## src/rtl/fpmm_pkg.sv

```systemverilog
package fpmm_pkg;

  typedef enum logic [1:0] {
    OP_MIN  = 2'b00,
    OP_MAX  = 2'b01,
    OP_MINA = 2'b10,
    OP_MAXA = 2'b11
  } fpmm_op_e;

  // Returns 1 when operand b is the selected result.
  function automatic logic fpmm_take_b(
    input fpmm_op_e op,
    input logic     a_nan,
    input logic     b_nan,
    input logic     b_sign,
    input logic     a_lt_b,
    input logic     b_lt_a,
    input logic     ma_lt_mb,
    input logic     mb_lt_ma
  );
    logic min_pick, max_pick;
    // Signed minimum / maximum; equal values resolved by sign bit of b
    min_pick = b_lt_a ? 1'b1 : (a_lt_b ? 1'b0 : b_sign);
    max_pick = a_lt_b ? 1'b1 : (b_lt_a ? 1'b0 : ~b_sign);
    if (a_nan && b_nan)      return 1'b0;
    else if (a_nan)          return 1'b1;
    else if (b_nan)          return 1'b0;
    else begin
      case (op)
        OP_MIN:  return min_pick;
        OP_MAX:  return max_pick;
        OP_MINA: return mb_lt_ma ? 1'b1 : (ma_lt_mb ? 1'b0 : min_pick);
        default: return ma_lt_mb ? 1'b1 : (mb_lt_ma ? 1'b0 : max_pick);
      endcase
    end
  endfunction

endpackage

```

## src/rtl/fpmm_classify.sv

```systemverilog
module fpmm_classify #(
  parameter int D_EXP_W = 11,
  parameter int D_MAN_W = 52,
  parameter int S_EXP_W = 8,
  parameter int S_MAN_W = 23,
  localparam int DW    = 1 + D_EXP_W + D_MAN_W,
  localparam int SW    = 1 + S_EXP_W + S_MAN_W,
  localparam int MAG_W = DW - 1
) (
  input  logic             is_double,
  input  logic [DW-1:0]    operand,
  output logic [DW-1:0]    clean,
  output logic             sign,
  output logic [MAG_W-1:0] mag,
  output logic             is_nan
);

  logic d_nan, s_nan;

  // NaN: exponent all ones, mantissa nonzero
  assign d_nan = (&operand[DW-2 -: D_EXP_W]) && (|operand[D_MAN_W-1:0]);
  assign s_nan = (&operand[SW-2 -: S_EXP_W]) && (|operand[S_MAN_W-1:0]);

  always_comb begin
    if (is_double) begin
      clean  = operand;
      sign   = operand[DW-1];
      mag    = operand[MAG_W-1:0];
      is_nan = d_nan;
    end else begin
      clean  = {{(DW-SW){1'b0}}, operand[SW-1:0]};
      sign   = operand[SW-1];
      mag    = {{(DW-SW){1'b0}}, operand[SW-2:0]};
      is_nan = s_nan;
    end
  end

endmodule

```

## src/rtl/fpmm_compare.sv

```systemverilog
module fpmm_compare #(
  parameter int MAG_W = 63
) (
  input  logic             a_sign,
  input  logic [MAG_W-1:0] a_mag,
  input  logic             b_sign,
  input  logic [MAG_W-1:0] b_mag,
  output logic             a_lt_b,
  output logic             b_lt_a,
  output logic             ma_lt_mb,
  output logic             mb_lt_ma
);

  // Sign-magnitude ordering; +0 and -0 are equal.
  function automatic logic sm_less(
    input logic sx, input logic [MAG_W-1:0] mx,
    input logic sy, input logic [MAG_W-1:0] my
  );
    if (mx == '0 && my == '0) return 1'b0;
    else if (sx != sy)        return sx;
    else if (!sx)             return mx < my;
    else                      return mx > my;
  endfunction

  assign ma_lt_mb = a_mag < b_mag;
  assign mb_lt_ma = b_mag < a_mag;
  assign a_lt_b   = sm_less(a_sign, a_mag, b_sign, b_mag);
  assign b_lt_a   = sm_less(b_sign, b_mag, a_sign, a_mag);

endmodule

```

## src/rtl/fpmm_unit.sv

```systemverilog
module fpmm_unit
  import fpmm_pkg::*;
#(
  parameter int D_EXP_W = 11,
  parameter int D_MAN_W = 52,
  parameter int S_EXP_W = 8,
  parameter int S_MAN_W = 23,
  localparam int DW    = 1 + D_EXP_W + D_MAN_W,
  localparam int SW    = 1 + S_EXP_W + S_MAN_W,
  localparam int MAG_W = DW - 1
) (
  input  logic          clk,
  input  logic          rst_n,
  input  logic          valid_in,
  input  logic          is_double,
  input  logic [1:0]    op,
  input  logic [DW-1:0] a,
  input  logic [DW-1:0] b,
  output logic          valid_out,
  output logic [DW-1:0] result
);

  logic [DW-1:0]    opnd  [2];
  logic [DW-1:0]    clean [2];
  logic             sgn   [2];
  logic [MAG_W-1:0] mag   [2];
  logic             nan   [2];

  assign opnd[0] = a;
  assign opnd[1] = b;

  for (genvar i = 0; i < 2; i++) begin : g_cls
    fpmm_classify #(
      .D_EXP_W(D_EXP_W), .D_MAN_W(D_MAN_W),
      .S_EXP_W(S_EXP_W), .S_MAN_W(S_MAN_W)
    ) u_cls (
      .is_double(is_double),
      .operand  (opnd[i]),
      .clean    (clean[i]),
      .sign     (sgn[i]),
      .mag      (mag[i]),
      .is_nan   (nan[i])
    );
  end

  logic a_lt_b, b_lt_a, ma_lt_mb, mb_lt_ma;

  fpmm_compare #(.MAG_W(MAG_W)) u_cmp (
    .a_sign  (sgn[0]),
    .a_mag   (mag[0]),
    .b_sign  (sgn[1]),
    .b_mag   (mag[1]),
    .a_lt_b  (a_lt_b),
    .b_lt_a  (b_lt_a),
    .ma_lt_mb(ma_lt_mb),
    .mb_lt_ma(mb_lt_ma)
  );

  logic          take_b;
  logic [DW-1:0] chosen;
  logic          no_nan;

  assign take_b = fpmm_take_b(fpmm_op_e'(op), nan[0], nan[1], sgn[1],
                              a_lt_b, b_lt_a, ma_lt_mb, mb_lt_ma);
  assign chosen = take_b ? clean[1] : clean[0];
  assign no_nan = !nan[0] && !nan[1];

  always_ff @(posedge clk) begin
    if (!rst_n) begin
      valid_out <= 1'b0;
      result    <= '0;
    end else begin
      valid_out <= valid_in;
      if (valid_in) result <= chosen;
    end
  end

  // one-cycle latency of the valid strobe
  a_r1_valid_follows: assert property (@(posedge clk) disable iff (!rst_n)
    valid_in |=> valid_out);
  a_r1_idle_low: assert property (@(posedge clk) disable iff (!rst_n)
    !valid_in |=> !valid_out);
  // bit-exact pass-through of an effective operand
  a_r2_pass_through: assert property (@(posedge clk) disable iff (!rst_n)
    valid_in |=> (result == $past(clean[0]) || result == $past(clean[1])));
  // both NaN gives a
  a_r3_both_nan: assert property (@(posedge clk) disable iff (!rst_n)
    (valid_in && nan[0] && nan[1]) |=> result == $past(clean[0]));
  // single NaN gives the other operand
  a_r4_one_nan: assert property (@(posedge clk) disable iff (!rst_n)
    (valid_in && nan[0] && !nan[1]) |=> result == $past(clean[1]));
  // strictly smaller b wins the minimum
  a_r5_min_order: assert property (@(posedge clk) disable iff (!rst_n)
    (valid_in && no_nan && op == 2'b00 && b_lt_a) |=> result == $past(clean[1]));
  // strictly larger |a| wins the larger-magnitude selection
  a_r9_maxa_mag: assert property (@(posedge clk) disable iff (!rst_n)
    (valid_in && no_nan && op == 2'b11 && mb_lt_ma) |=> result == $past(clean[0]));
  // single precision clears the upper word
  a_r10_upper_zero: assert property (@(posedge clk) disable iff (!rst_n)
    (valid_in && !is_double) |=> result[DW-1:SW] == '0);

endmodule

```

## config.mk

```make
export PLATFORM = sky130hd
export DESIGN_NAME = fpmm_unit
export DESIGN_NICKNAME = d
export VERILOG_FILES = /design/src/rtl/fpmm_pkg.sv /design/src/rtl/fpmm_classify.sv /design/src/rtl/fpmm_compare.sv /design/src/rtl/fpmm_unit.sv
export SDC_FILE = /design/constraint.sdc
export NUM_CORES = 1
export LEC_CHECK = 0
export BUFFER_PORTS_ARGS = -buffer_cell sky130_fd_sc_hd__buf_4
export CAP_MARGIN = 25
export CORE_UTILIZATION = 49
export DETAILED_ROUTE_END_ITERATION = 12
export PLACE_DENSITY = 0.81
export SETUP_SLACK_MARGIN = 0.1
export SLEW_MARGIN = 25
export SYNTH_ARGS = -nofsm -noshare
export SYNTH_HDL_FRONTEND = slang
export SYNTH_HIERARCHICAL = 1
export SYNTH_SLANG_ARGS = --single-unit
```

## constraint.sdc

```tcl
create_clock -name clk -period 8.3 [get_ports clk]
set_input_delay 1.66 -clock clk [delete_from_list [all_inputs] [get_ports clk]]
set_output_delay 1.66 -clock clk [all_outputs]
set_load 0.02 [all_outputs]
```

## Yosys cells after proc, flatten, opt, wreduce, memory -nomap -nowiden

Cells that the tools add are included.

- Register bits after elaboration: 65
- Output and inout bits: 65
- Logic and storage cells: 55

- $lt $le $gt $ge: 4
- Equality and inequality tests: 4
- Muxes and demuxes: 27
- Bitwise operators: 1
- Reduce and logical (&&, ||, !) cells: 17

Operator list:

| operator | count |
|---|---|
| 64-bit two-way mux | 3 |
| 63-bit > comparator | 2 |
| 63-bit zero test | 2 |
| 63-bit < comparator | 2 |
| 63-bit two-way mux | 2 |
| 52-bit OR reduction | 2 |
| 23-bit OR reduction | 2 |
| 11-bit AND reduction | 2 |
| 1-bit two-way mux | 21 |
| 8-bit AND reduction | 2 |
| 1-bit logical AND | 6 |
| 1-bit one-hot mux with 3 select lines | 1 |
| 2-bit by 1-bit equality test with 1-bit output (second input constant) | 1 |
| 2-bit equality test (second input constant) | 1 |
| 2-bit zero test | 1 |
| 1-bit != test | 2 |
| 1-bit NOT | 1 |

## Longest topological paths before layout

Gate-level depths: netlist (run 1).

- Depth in word-level cells: 14
- Mapped depth: 18
- Mapped depth without buffers: 14

## Hierarchy

Netlist (run 1), hierarchy kept.

By module, submodules not included:

| module | instances | cells an instance | area an instance (µm²) | seq. area each (µm²) |
|---|---|---|---|---|
| fpmm_unit | 1 | 459 | 3772.4 | 1301.2 |
| fpmm_classify | 2 | 159 | 1109.8 | 0.0 |
| fpmm_compare | 1 | 273 | 1908.1 | 0.0 |

## Least setup slack after synthesis (run 1)

Ideal clock, no wire load.

- Path type: input-to-reg
- Start: input port is_double
- End: register result[0]
- Data arrival time: 4766 ps
- Data required time: 8209 ps
- Path slack: 3443 ps
- Stages: 17
- Path through: buf_2 -> and2_1 -> buf_4 -> inv_1 -> ha_1 -> nand4_2 -> nor4_2 -> nand4_1 -> nor4_2 -> a221oi_1 -> and2_4 -> o221a_1 -> o21ai_0 -> clkbuf_1 -> buf_2 -> a221oi_1 -> a311oi_1

RTL lines:

| item | line | source |
|---|---|---|
| start: declaration | fpmm_unit.sv:15 | `input logic is_double,` |
| end signal: assignment | fpmm_unit.sv:74 | `if (valid_in) result <= chosen;` |
| end: declaration | fpmm_unit.sv:20 | `output logic [DW-1:0] result` |

## Final worst setup path (run 1)

- Start: input port is_double
- End: register result[32]

- Word-level cells in the longest chain between the ends: 14

RTL lines:

| item | line | source |
|---|---|---|
| 63-bit two-way mux | fpmm_classify.sv:25 | `if (is_double) begin` |
| 63-bit < comparator * | fpmm_compare.sv:25 | `assign ma_lt_mb = a_mag < b_mag;` |
| via ma_lt_mb | fpmm_unit.sv:46 | `logic a_lt_b, b_lt_a, ma_lt_mb, mb_lt_ma;` |
| 1-bit two-way mux * | fpmm_compare.sv:21 | `else if (!sx) return mx < my;` |
| 1-bit two-way mux * | fpmm_compare.sv:20 | `else if (sx != sy) return sx;` |
| 1-bit two-way mux * | fpmm_compare.sv:19 | `if (mx == '0 && my == '0) return 1'b0;` |
| via a_lt_b | fpmm_unit.sv:46 |  |
| 1-bit two-way mux (2 in series) | fpmm_pkg.sv:23 | `min_pick = b_lt_a ? 1'b1 : (a_lt_b ? 1'b0 : b_sign);` |
| 1-bit two-way mux (2 in series) | fpmm_pkg.sv:32 | `OP_MINA: return mb_lt_ma ? 1'b1 : (ma_lt_mb ? 1'b0 : min_pick);` |
| 1-bit one-hot mux with 3 select lines * | fpmm_pkg.sv:29 | `case (op)` |
| 1-bit two-way mux * | fpmm_pkg.sv:27 | `else if (b_nan) return 1'b0;` |
| 1-bit two-way mux * | fpmm_pkg.sv:26 | `else if (a_nan) return 1'b1;` |
| 1-bit two-way mux * | fpmm_pkg.sv:25 | `if (a_nan && b_nan) return 1'b0;` |
| 64-bit two-way mux * | fpmm_unit.sv:65 | `assign chosen = take_b ? clean[1] : clean[0];` |

The timed path passes the listed nets; every way through them passes the cells marked *.
A chain may end at the register's enable or synchronous reset.

==> results.py, run 1 <==
metrics = {
    "clock_network": {
        "htree_levels": 3,
        "clock_path_buffers": 2,
        "cts.sinks": 65,
        "cts_setup_buffers": 0,
        "ctsHoldBuffers": 0,
        "clk_latency_ns": 0.33,
        "numCtsBuffers": 9,
        "clk_pin_slew_ns": 0.05,
        "clockRootBuffer": "clkbuf_16",
        "cts_resized": 0,
        "cts_tree": "done",
    },
    "synth": {
        "yosys.area_share.simple": 0.2146,
        "synth_xor_area_frac": 0,
        "synth-compound-area-share": 0.2303,
        "synth_flop_cell": "dfxtp_1",
        "yosys-top-cells-area": "buf_4 18%, dfxtp_1 16%, ha_1 10%",
        "syn_inst": 1050,
        "yosys.area.top_type_share": 0.1787,
        "avgSynthCellArea_um2": 7.524,
        "synth.net_count": 1247,
        "yosysWarnings": 6,
        "synth_area_leader_cell": "buf_4",
        "async_reset_ff_frac": 0,
        "netlist_area_um2": 7900,
        "ys_seq_area_frac": 0.1647,
        "ys_types": 43,
        "synth-adder-area-share": 0.09978,
        "synth_edf_count": 0,
        "synth_top_family_by_area": "buffers and inverters",
        "yosysMostFrequentCell": "buf_4",
        "muxShareOfSynthArea": 0.002851,
        "synthTopCellsByCount": "188 x buf_4, 135 x inv_1, 73 x o21ai_0",
        "synth-seq-cells": 65,
    },
    "final_layout": {
        "fillers": 1514,
        "stdcell_area_um2": 8235,
        "layout.nets": 1205,
        "area_growth_pct": 4.245,
        "antennaDiodeCount": 0,
        "multi_input_area_um2": 4362,
        "drive_above_1_share": 0.2354,
        "final_util": 0.5203,
        "seq_area_um2": 1301,
    },
    "outcome": {
        "status": "complete, no violations",
    },
    "worst_setup_path": {
        "crit_chain": "buf_4, and2_1, inv_1, ha_1, nand4_1, nor3_2, nand4_1, nor4_2, a221oi_1, a21oi_2, o221a_1, nor2b_1, o21ai_4, buf_4, a22o_2, buf_4, a311oi_1",
        "reg2reg_to": "result[32]$_SDFFE_PN0P_",
        "rr_worst_depth": 2,
        "worstPathArrival_ns": 6.65,
        "slowest_delay_ns": 0.77,
        "required_ns": 8.45,
        "crit_slowest_cell": "a22o_2",
        "path_common_cell": "buf_4",
        "worstReg2RegStart": "result[32]$_SDFFE_PN0P_",
        "critPathKind": "primary input to flop",
        "start_kind": "primary input",
        "timing.critical_path.buf_inv": 4,
        "path_delay_family": "compound AO/OA/AOI/OAI gates",
        "crit_fanout": 70,
        "cp-end-kind": "flop",
        "reg2reg_slack_ns": 7.44,
    },
    "power_and_ir_drop": {
        "power.density_nw_per_um2": 146.0,
        "power_leakage_uw": 0.003636,
        "ir_drop_uv": 99.57,
    },
    "die": {
        "core_area_um2": 15830,
        "die_area_um2": 16630,
        "die-width_um": 129.0,
        "initial_core_util": 0.4991,
        "io_pins": 199,
        "rows": 46,
        "die_h_um": 129.0,
    },
    "global_routing": {
        "met2_usage": 0.4293,
        "grt.met3_usage": 0.04532,
        "grt_max_degree": 98,
        "grt.busiest_layer": "met2",
        "grt_pass1_wl_um": 35550,
        "grt_pass1_vias": 6790,
        "antenna_found_initial": 0,
        "met1_usage": 0.3688,
        "track_usage": 0.2730,
        "grt_remaining_overflow": 0,
    },
    "hold_path": {
        "hp-class": "flop to flop",
        "worstHoldEndpoint": "result[5]$_SDFFE_PN0P_",
        "hold_path.startpoint": "result[5]$_SDFFE_PN0P_",
        "holdPathStages": 2,
    },
    "sta": {
        "relSlewSlack": 0.4120,
        "final.period_utilization": 0.7838,
        "rsz0062_at_grt": "false",
        "skew_ns": 0,
        "setup_viol": 0,
        "fmaxAchievable_mhz": 153.7,
        "slew_violations": 0,
        "fin_crit_ns": 6.506,
        "hold_violations": 0,
        "tns_ns": 0,
        "worstMarginPinSlew_ns": 0.8821,
    },
    "routing": {
        "final_antenna_net_count": 0,
        "num_vias": 7523,
        "drc": 0,
        "wl_per_cell_um": 18.93,
        "avgViaCountPerCell": 6.131,
        "first_pass_iters": 6,
        "routed_wirelength_um": 23220,
        "drtIter0Drc": 742,
    },
    "placement": {
        "place_area_um2": 7971,
        "buffer_ports.inserted": 198,
        "gp_congestion": 1.018,
        "dp_hpwl_um": 17370,
    },
    "run": {
        "maxCapViolCount": 0,
    },
}
[cell families after synthesis]
group | Yosys count
AOI/OAI and AO/OA | 251
adders and majority gates | 63
buffers and inverters | 392
DFF | 65
muxes | 2
and+or+nand+nor | 277
[report_power, final]
part / switching [µW] / total, µW / internal (µW)
combinational: 297 / 486 / 189
clock: 136 / 352 / 215
sequential: 18.4 / 365 / 346
[final cells by class]
type                    instances  area share
multi-input cells             593      0.5296
repair buffers                204      0.1860
well taps                     216     0.03282
inverters                     135     0.06153
clock buffers                  14     0.03206
flip-flops and latches         65      0.1580
[metrics by stage]
| step | total power, µW | std cells | worst slack (ns) | hold WS (ns) |
|---|---|---|---|---|
| after floorplan | 734.7 | 1050 | 3.443 | 0.5975 |
| after global placement | 838.0 | 1213 | 1.767 | 0.5267 |
| after detailed placement | 844.5 | 1213 | 1.592 | 0.5279 |
| after CTS | 1195 | 1227 | 1.916 | 0.5389 |
| after global routing | 1260 | 1227 | 1.520 | 0.5644 |
| final | 1202 | 1227 | 1.794 | 0.5404 |
[routing by layer]
layer  vias up  share of wire  routed length [µm]
li1       3513              -                   -
met1      3505           0.42                9794
met2       451           0.44               10300
met3        54           0.10                2351
met4         0          0.034                 781
met5         -              0                   0
[worst max path at each step]
stage / startpoint / endpoint / slack (ns) / cells past startpoint
floorplan: is_double / result[0]$_SDFFE_PN0P_ / 3.44 / 17
global placement: is_double / result[45]$_SDFFE_PN0P_ / 1.77 / 17
detailed placement: is_double / result[37]$_SDFFE_PN0P_ / 1.59 / 17
CTS: is_double / result[37]$_SDFFE_PN0P_ / 1.92 / 17
global route: is_double / result[34]$_SDFFE_PN0P_ / 1.52 / 17
finish: is_double / result[32]$_SDFFE_PN0P_ / 1.79 / 17
[state kept, by name, summed over array words and instances, names as in the netlist]
signal / count
result: 64
valid_out: 1
[placed cells by master (no fill, tap or decap), types with 2 or more instances in the layout]
cell | Yosys | final
inv_1 | 135 | 135
o41ai_1 | 2 | 2
clkbuf_8 | 0 | 2
dfxtp_1 | 65 | 65
a311oi_1 | 64 | 64
a21o_1 | 3 | 3
o21ai_0 | 73 | 71
a211oi_1 | 5 | 4
mux2_2 | 2 | 2
nand4_1 | 28 | 28
o21ai_1 | 2 | 2
nor4_1 | 59 | 59
nand3_1 | 9 | 9
and2_1 | 65 | 65
nand4_2 | 3 | 3
and2_4 | 3 | 3
nor4_2 | 2 | 2
clkbuf_1 | 27 | 3
nor2_1 | 10 | 10
o221a_1 | 2 | 2
ha_1 | 63 | 63
a221oi_1 | 68 | 68
a21oi_1 | 24 | 24
nand3_2 | 2 | 2
clkbuf_16 | 0 | 9
nor3_1 | 5 | 5
nand2b_1 | 64 | 64
nand2_1 | 21 | 21
buf_4 | 188 | 204
o21ai_4 | 0 | 2
[worst register-to-register path: cells and delay by family, from the launching register on]
family          cells  cell delay (ns)
flops               1             0.36
compound gates      2             0.39
Note: power is estimated with default switching activity, not from simulation.
==> run 2, diff against run 1 <==
==> constraint.sdc (replaced) <==
create_clock -name clk -period 6.3 [get_ports clk]
set_input_delay 1.26 -clock clk [delete_from_list [all_inputs] [get_ports clk]]
set_output_delay 1.26 -clock clk [all_outputs]
set_load 0.02 [all_outputs]
==> run 2 against run 1 <==
Core utilization is 0.26 points higher. Global-route usage is 0.63 points higher. Non-clock buffer count grew 4. Clock skew unchanged. Sequential power rose by 32%. Critical endpoint is now result[37]$_SDFFE_PN0P_. Largest power group unchanged. Highest routed layer unchanged.
==> results.py, run 2 (synthesis gave the netlist of run 1 again) <==
metrics = {
    "hold_path": {
        "holdPathStages": 2,
        "worstHoldEndpoint": "result[48]$_SDFFE_PN0P_",
        "hold_path.startpoint": "result[48]$_SDFFE_PN0P_",
        "hp-class": "flop to flop",
    },
    "worst_setup_path": {
        "path_delay_family": "simple AND/OR/NAND/NOR gates",
        "required_ns": 6.55,
        "crit_fanout": 70,
        "crit_chain": "buf_4, and2_1, inv_1, ha_1, nand4_2, nor4_2, nand4_1, nor4_2, a221oi_1, a21oi_2, o221a_1, nor2_1, o21ai_4, buf_4, a221oi_1, a311oi_1",
        "reg2reg_slack_ns": 5.46,
        "crit_slowest_cell": "buf_4",
        "start_kind": "primary input",
        "worstReg2RegStart": "result[35]$_SDFFE_PN0P_",
        "reg2reg_to": "result[35]$_SDFFE_PN0P_",
        "timing.critical_path.buf_inv": 3,
        "cp-end-kind": "flop",
        "slowest_delay_ns": 0.59,
        "worstPathArrival_ns": 5.60,
        "rr_worst_depth": 2,
        "critPathKind": "primary input to flop",
    },
    "sta": {
        "skew_ns": 0,
        "setup_viol": 0,
        "relSlewSlack": 0.4843,
        "tns_ns": 0,
        "final.period_utilization": 0.8500,
        "worstMarginPinSlew_ns": 0.7736,
        "rsz0062_at_grt": "false",
        "fmaxAchievable_mhz": 186.7,
        "hold_violations": 0,
        "slew_violations": 0,
        "fin_crit_ns": 5.355,
    },
    "final_layout": {
        "largest_registers": "result (64), valid_out (1)",
        "largest_reg_flops": 64,
        "drive_above_1_share": 0.2409,
        "antennaDiodeCount": 0,
        "top_register": "result",
        "area_growth_pct": 4.767,
        "fin_cells": 1233,
        "layout.nets": 1209,
        "final_cell_mix": "208 x buf_4, 135 x inv_1, 71 x o21ai_0, 68 x a221oi_1",
        "mostFrequentLayoutCell": "buf_4",
        "fillers": 1541,
    },
    "clock_network": {
        "clockRootBuffer": "clkbuf_16",
        "clk_latency_ns": 0.35,
        "numCtsBuffers": 9,
        "cts_resized": 0,
        "cts_setup_buffers": 0,
        "cts.sinks": 65,
        "clock_path_buffers": 2,
        "htree_levels": 3,
        "cts_tree": "done",
        "clk_pin_slew_ns": 0.05,
        "ctsHoldBuffers": 0,
    },
    "placement": {
        "gp_congestion": 0.9769,
        "dp_cells": 1217,
        "buffer_ports.inserted": 198,
        "dp_hpwl_um": 17610,
    },
    "power_and_ir_drop": {
        "power.density_nw_per_um2": 193.9,
        "power_leakage_uw": 0.003667,
        "ir_drop_uv": 125.3,
    },
    "die": {
        "initial_core_util": 0.4991,
        "rows": 46,
        "core_area_um2": 15830,
        "die-width_um": 129.0,
        "die_h_um": 129.0,
        "die_area_um2": 16630,
        "io_pins": 199,
    },
    "run": {
        "maxCapViolCount": 0,
    },
    "routing": {
        "final_antenna_net_count": 0,
        "first_pass_iters": 5,
        "wl_per_cell_um": 19.03,
        "drc": 0,
        "drtIter0Drc": 782,
        "routed_wirelength_um": 23460,
        "num_vias": 7560,
        "avgViaCountPerCell": 6.131,
    },
    "global_routing": {
        "grt_remaining_overflow": 0,
        "grt_pass1_vias": 6704,
        "grt_max_degree": 88,
        "antenna_found_initial": 0,
        "track_usage": 0.2793,
        "grt_pass1_wl_um": 35770,
    },
    "outcome": {
        "status": "complete, no violations",
    },
}
[run 2: cell count changes in the layout (fill, tap and decap cells not counted)]
cell,delta
buf_4,+4
clkbuf_1,-1
clkinv_2,+3
[run 2: final cells by class]
class / instances / area (µm²) / area share
multi-input combinational: 593 / 4362 / 0.5270
timing repair buffer: 208 / 1562 / 0.1887
sequential: 65 / 1301 / 0.1572
inverter: 135 / 506.7 / 0.06122
tap: 216 / 270.3 / 0.03265
clock buffer: 13 / 260.3 / 0.03144
clock inverter: 3 / 15.01 / 0.001814
[run 2: per-layer routing]
layer,track usage,vias up,part of all wire
met5,0,-,0
met4,0.1488,0,0.047
met3,0.06611,82,0.099
met2,0.4216,459,0.44
met1,0.3676,3500,0.41
li1,-,3519,-
[run 2: worst max path at each step]
stage                          from                       to  slack (ns)  cells past startpoint
after floorplan           is_double   result[0]$_SDFFE_PN0P_        1.84                     17
after global placement    is_double  result[19]$_SDFFE_PN0P_        0.75                     16
after detailed placement  is_double  result[19]$_SDFFE_PN0P_        0.67                     16
after CTS                 is_double  result[37]$_SDFFE_PN0P_        0.99                     16
after global routing      is_double  result[21]$_SDFFE_PN0P_        0.68                     16
final                     is_double  result[37]$_SDFFE_PN0P_        0.94                     16
[run 2: worst register-to-register path, stage by stage, from the launching register on]
cell and delay [ns]:
dfxtp_1 0.40, o21ai_0 0.10, a311oi_1 0.24
[run 2: report_power, final]
group	internal [µW]	switching, µW	total (µW)
Clock	286	190	475
Combinational	254	395	649
Sequential	456	24.6	481
Total	995	610	1600
[run 2: through the flow]
step / worst slack, ns / utilization / power (µW) / hold slack, ns / area, µm²
floorplan: 1.843 / - / 967.9 / 0.5975 / 7900
global placement: 0.7526 / 0.5055 / 1114 / 0.5329 / 8001
detailed placement: 0.6713 / 0.5055 / 1125 / 0.5300 / 8001
CTS: 0.9913 / 0.5229 / 1602 / 0.5415 / 8277
global route: 0.6759 / 0.5229 / 1684 / 0.5703 / 8277
finish: 0.9449 / 0.5229 / 1605 / 0.5419 / 8277
==> run 3, diff against run 2 <==
--- a/config.mk
+++ b/config.mk
@@ -5,6 +5,7 @@
 export SDC_FILE = /design/constraint.sdc
 export NUM_CORES = 1
 export LEC_CHECK = 0
+export ABC_AREA = 1
 export BUFFER_PORTS_ARGS = -buffer_cell sky130_fd_sc_hd__buf_4
 export CAP_MARGIN = 25
 export CORE_UTILIZATION = 49
@@ -16,3 +17,4 @@
 export SYNTH_HDL_FRONTEND = slang
 export SYNTH_HIERARCHICAL = 1
 export SYNTH_SLANG_ARGS = --single-unit
+export TNS_END_PERCENT = 50
==> run 3 against run 2 <==
Highest routed layer unchanged. Largest power group unchanged. Global-route usage down 1.7 points. Synthesized cell count up 33%. Clock-buffer cell count down 1.
==> results.py, run 3 <==
metrics = {
    "outcome": {
        "status": "complete, no violations",
    },
    "die": {
        "core_area_um2": 16120,
        "die_area_um2": 17270,
        "die-width_um": 131.4,
        "initial_core_util": 0.5092,
        "die_h_um": 131.4,
        "io_pins": 199,
        "rows": 46,
    },
    "synth": {
        "netlist_area_um2": 8207,
        "ys_types": 25,
        "synth_edf_count": 0,
        "async_reset_ff_frac": 0,
        "synth.net_count": 1598,
        "synth-seq-cells": 65,
        "yosysWarnings": 6,
        "ys_seq_area_frac": 0.1586,
        "yosysMostFrequentCell": "nand2_1",
        "avgSynthCellArea_um2": 5.858,
        "yosys.area.top_type_share": 0.1775,
        "synthTopCellsByCount": "343 x nand2_1, 293 x inv_1, 194 x buf_4",
        "synth_flop_cell": "dfxtp_1",
        "synth_area_leader_cell": "buf_4",
        "syn_inst": 1401,
        "yosys-top-cells-area": "buf_4 18%, dfxtp_1 16%, nand2_1 16%",
    },
    "global_routing": {
        "grt_remaining_overflow": 0,
        "grt_pass1_wl_um": 36600,
        "antenna_found_initial": 0,
        "track_usage": 0.2619,
        "grt_pass1_vias": 7533,
        "grt_max_degree": 71,
    },
    "clock_network": {
        "numCtsBuffers": 9,
        "cts_setup_buffers": 0,
        "cts_resized": 0,
        "clock_path_buffers": 2,
        "htree_levels": 3,
        "clockRootBuffer": "clkbuf_16",
        "ctsHoldBuffers": 0,
        "cts.sinks": 65,
        "clk_latency_ns": 0.34,
        "cts_tree": "done",
        "clk_pin_slew_ns": 0.06,
    },
    "sta": {
        "hold_violations": 0,
        "rsz0062_at_grt": "false",
        "worstMarginPinSlew_ns": 0.7494,
        "slew_violations": 0,
        "fmaxAchievable_mhz": 214.4,
        "skew_ns": 0,
        "relSlewSlack": 0.5004,
        "fin_crit_ns": 4.664,
        "setup_ws_ns": 1.636,
        "final.period_utilization": 0.7403,
        "setup_viol": 0,
        "tns_ns": 0,
    },
    "final_layout": {
        "largest_reg_flops": 64,
        "layout.nets": 1576,
        "final_cell_mix": "343 x nand2_1, 292 x inv_1, 201 x buf_4, 137 x nand3_1, 89 x a21oi_1",
        "top_register": "result",
        "mostFrequentLayoutCell": "nand2_1",
        "final_util": 0.5342,
        "fillers": 1665,
        "area_growth_pct": 4.909,
        "drive_above_1_share": 0.1786,
        "antennaDiodeCount": 0,
        "largest_registers": "result (64), valid_out (1)",
    },
    "hold_path": {
        "hp-class": "flop to flop",
        "hold_path.startpoint": "result[41]$_SDFFE_PN0P_",
        "worstHoldEndpoint": "result[41]$_SDFFE_PN0P_",
        "holdPathStages": 2,
    },
    "power_and_ir_drop": {
        "power.density_nw_per_um2": 188.2,
        "ir_drop_uv": 139.2,
        "p_seq_frac": 0.294,
        "switching_share": 0.3681,
        "power_frac_comb": 0.383,
        "total_power_uw": 1621,
        "clockPowerShare": 0.323,
        "p_int_uw": 1024,
        "power.switching_uw": 596.7,
        "power_leakage_uw": 0.004976,
    },
    "run": {
        "maxCapViolCount": 0,
    },
    "worst_setup_path": {
        "worstPathArrival_ns": 4.85,
        "reg2reg_slack_ns": 5.59,
        "path_delay_family": "simple AND/OR/NAND/NOR gates",
        "timing.critical_path.buf_inv": 5,
        "crit_fanout": 70,
        "cp-startpoint": "is_double",
        "slowest_delay_ns": 0.52,
        "path_common_cell": "nand2_1",
        "cp-end-kind": "flop",
        "crit_slowest_cell": "buf_4",
        "required_ns": 6.49,
        "start_kind": "primary input",
        "rr_worst_depth": 2,
        "worstReg2RegStart": "result[31]$_SDFFE_PN0P_",
        "reg2reg_to": "result[31]$_SDFFE_PN0P_",
        "critPathKind": "primary input to flop",
    },
    "routing": {
        "drc": 0,
        "final_antenna_net_count": 0,
        "num_vias": 7989,
        "first_pass_iters": 6,
        "wl_per_cell_um": 14.00,
        "avgViaCountPerCell": 4.996,
        "routed_wirelength_um": 22390,
        "drtIter0Drc": 544,
    },
    "placement": {
        "gp_congestion": 0.9306,
        "pre_cts_ws_ns": 1.368,
        "dp_hpwl_um": 16940,
        "buffer_ports.inserted": 198,
    },
}
[run 3: cell types whose count changed after synthesis, moves of 65 or more]
cell      before  now
inv_1        135  293
a221oi_1      68    0
nand3_1        9  137
o21ai_0       73    4
nor2_1        10   83
nand2_1       21  343
a21oi_1       24   89
[run 3: worst max-delay path by stage]
| stage | endpoint | slack (ns) | cells after the start |
|---|---|---|---|
| 6_report | result[8]$_SDFFE_PN0P_ | 1.64 | 28 |
| 4_1_cts | result[40]$_SDFFE_PN0P_ | 1.71 | 27 |
| 2_1_floorplan | result[0]$_SDFFE_PN0P_ | 2.45 | 29 |
| 5_1_grt | result[9]$_SDFFE_PN0P_ | 1.26 | 27 |
| 3_3_place_gp | result[40]$_SDFFE_PN0P_ | 1.39 | 26 |
| 3_5_place_dp | result[40]$_SDFFE_PN0P_ | 1.37 | 27 |
[run 3: worst min-delay path: stages (launching register included)]
cell	delay, ns
dfxtp_1	0.31
nand2_1	0.06
a21oi_1	0.05
[run 3: metrics by stage]
step / hold WS [ns] / cell area (µm²) / std cells
3_5_place_dp: 0.4569 / 8313 / 1584
6_report: 0.4648 / 8610 / 1599
2_1_floorplan: 0.5404 / 8207 / 1401
3_3_place_gp: 0.4536 / 8310 / 1584
5_1_grt: 0.4827 / 8610 / 1599
4_1_cts: 0.4653 / 8610 / 1599
[run 3: power by group through the flow]
stage	Combinational, µW	Sequential (µW)	Clock (µW)
2_1_floorplan	435	532	0
3_3_place_gp	604	485	0
3_5_place_dp	615	485	0
4_1_cts	617	477	529
5_1_grt	693	482	550
6_report	620	477	523
[run 3: metal layers]
| layer | global-route usage | up-vias | part of all wire |
|---|---|---|---|
| met2 | 0.4321 | 346 | 0.45 |
| met4 | 0.09044 | 0 | 0.023 |
| met3 | 0.05826 | 36 | 0.085 |
| li1 | - | 4059 | - |
| met5 | 0 | - | 0 |
| met1 | 0.3336 | 3548 | 0.44 |
[run 3: cell type report]
class / count / area (µm²) / area share
Clock buffer: 12 / 256.5 / 0.02979
Clock inverter: 3 / 40.04 / 0.004650
Inverter: 298 / 1121 / 0.1302
Multi-Input combinational cell: 803 / 4091 / 0.4752
Sequential cell: 65 / 1301 / 0.1511
Tap cell: 216 / 270.3 / 0.03139
Timing Repair Buffer: 202 / 1529 / 0.1776
[run 3: logic make-up after synthesis]
kind of cell	share of synthesized area
buf+inv	0.3429
flops	0.1586
compound gates	0.06053
simple gates	0.3420
fa+ha+maj	0.09605
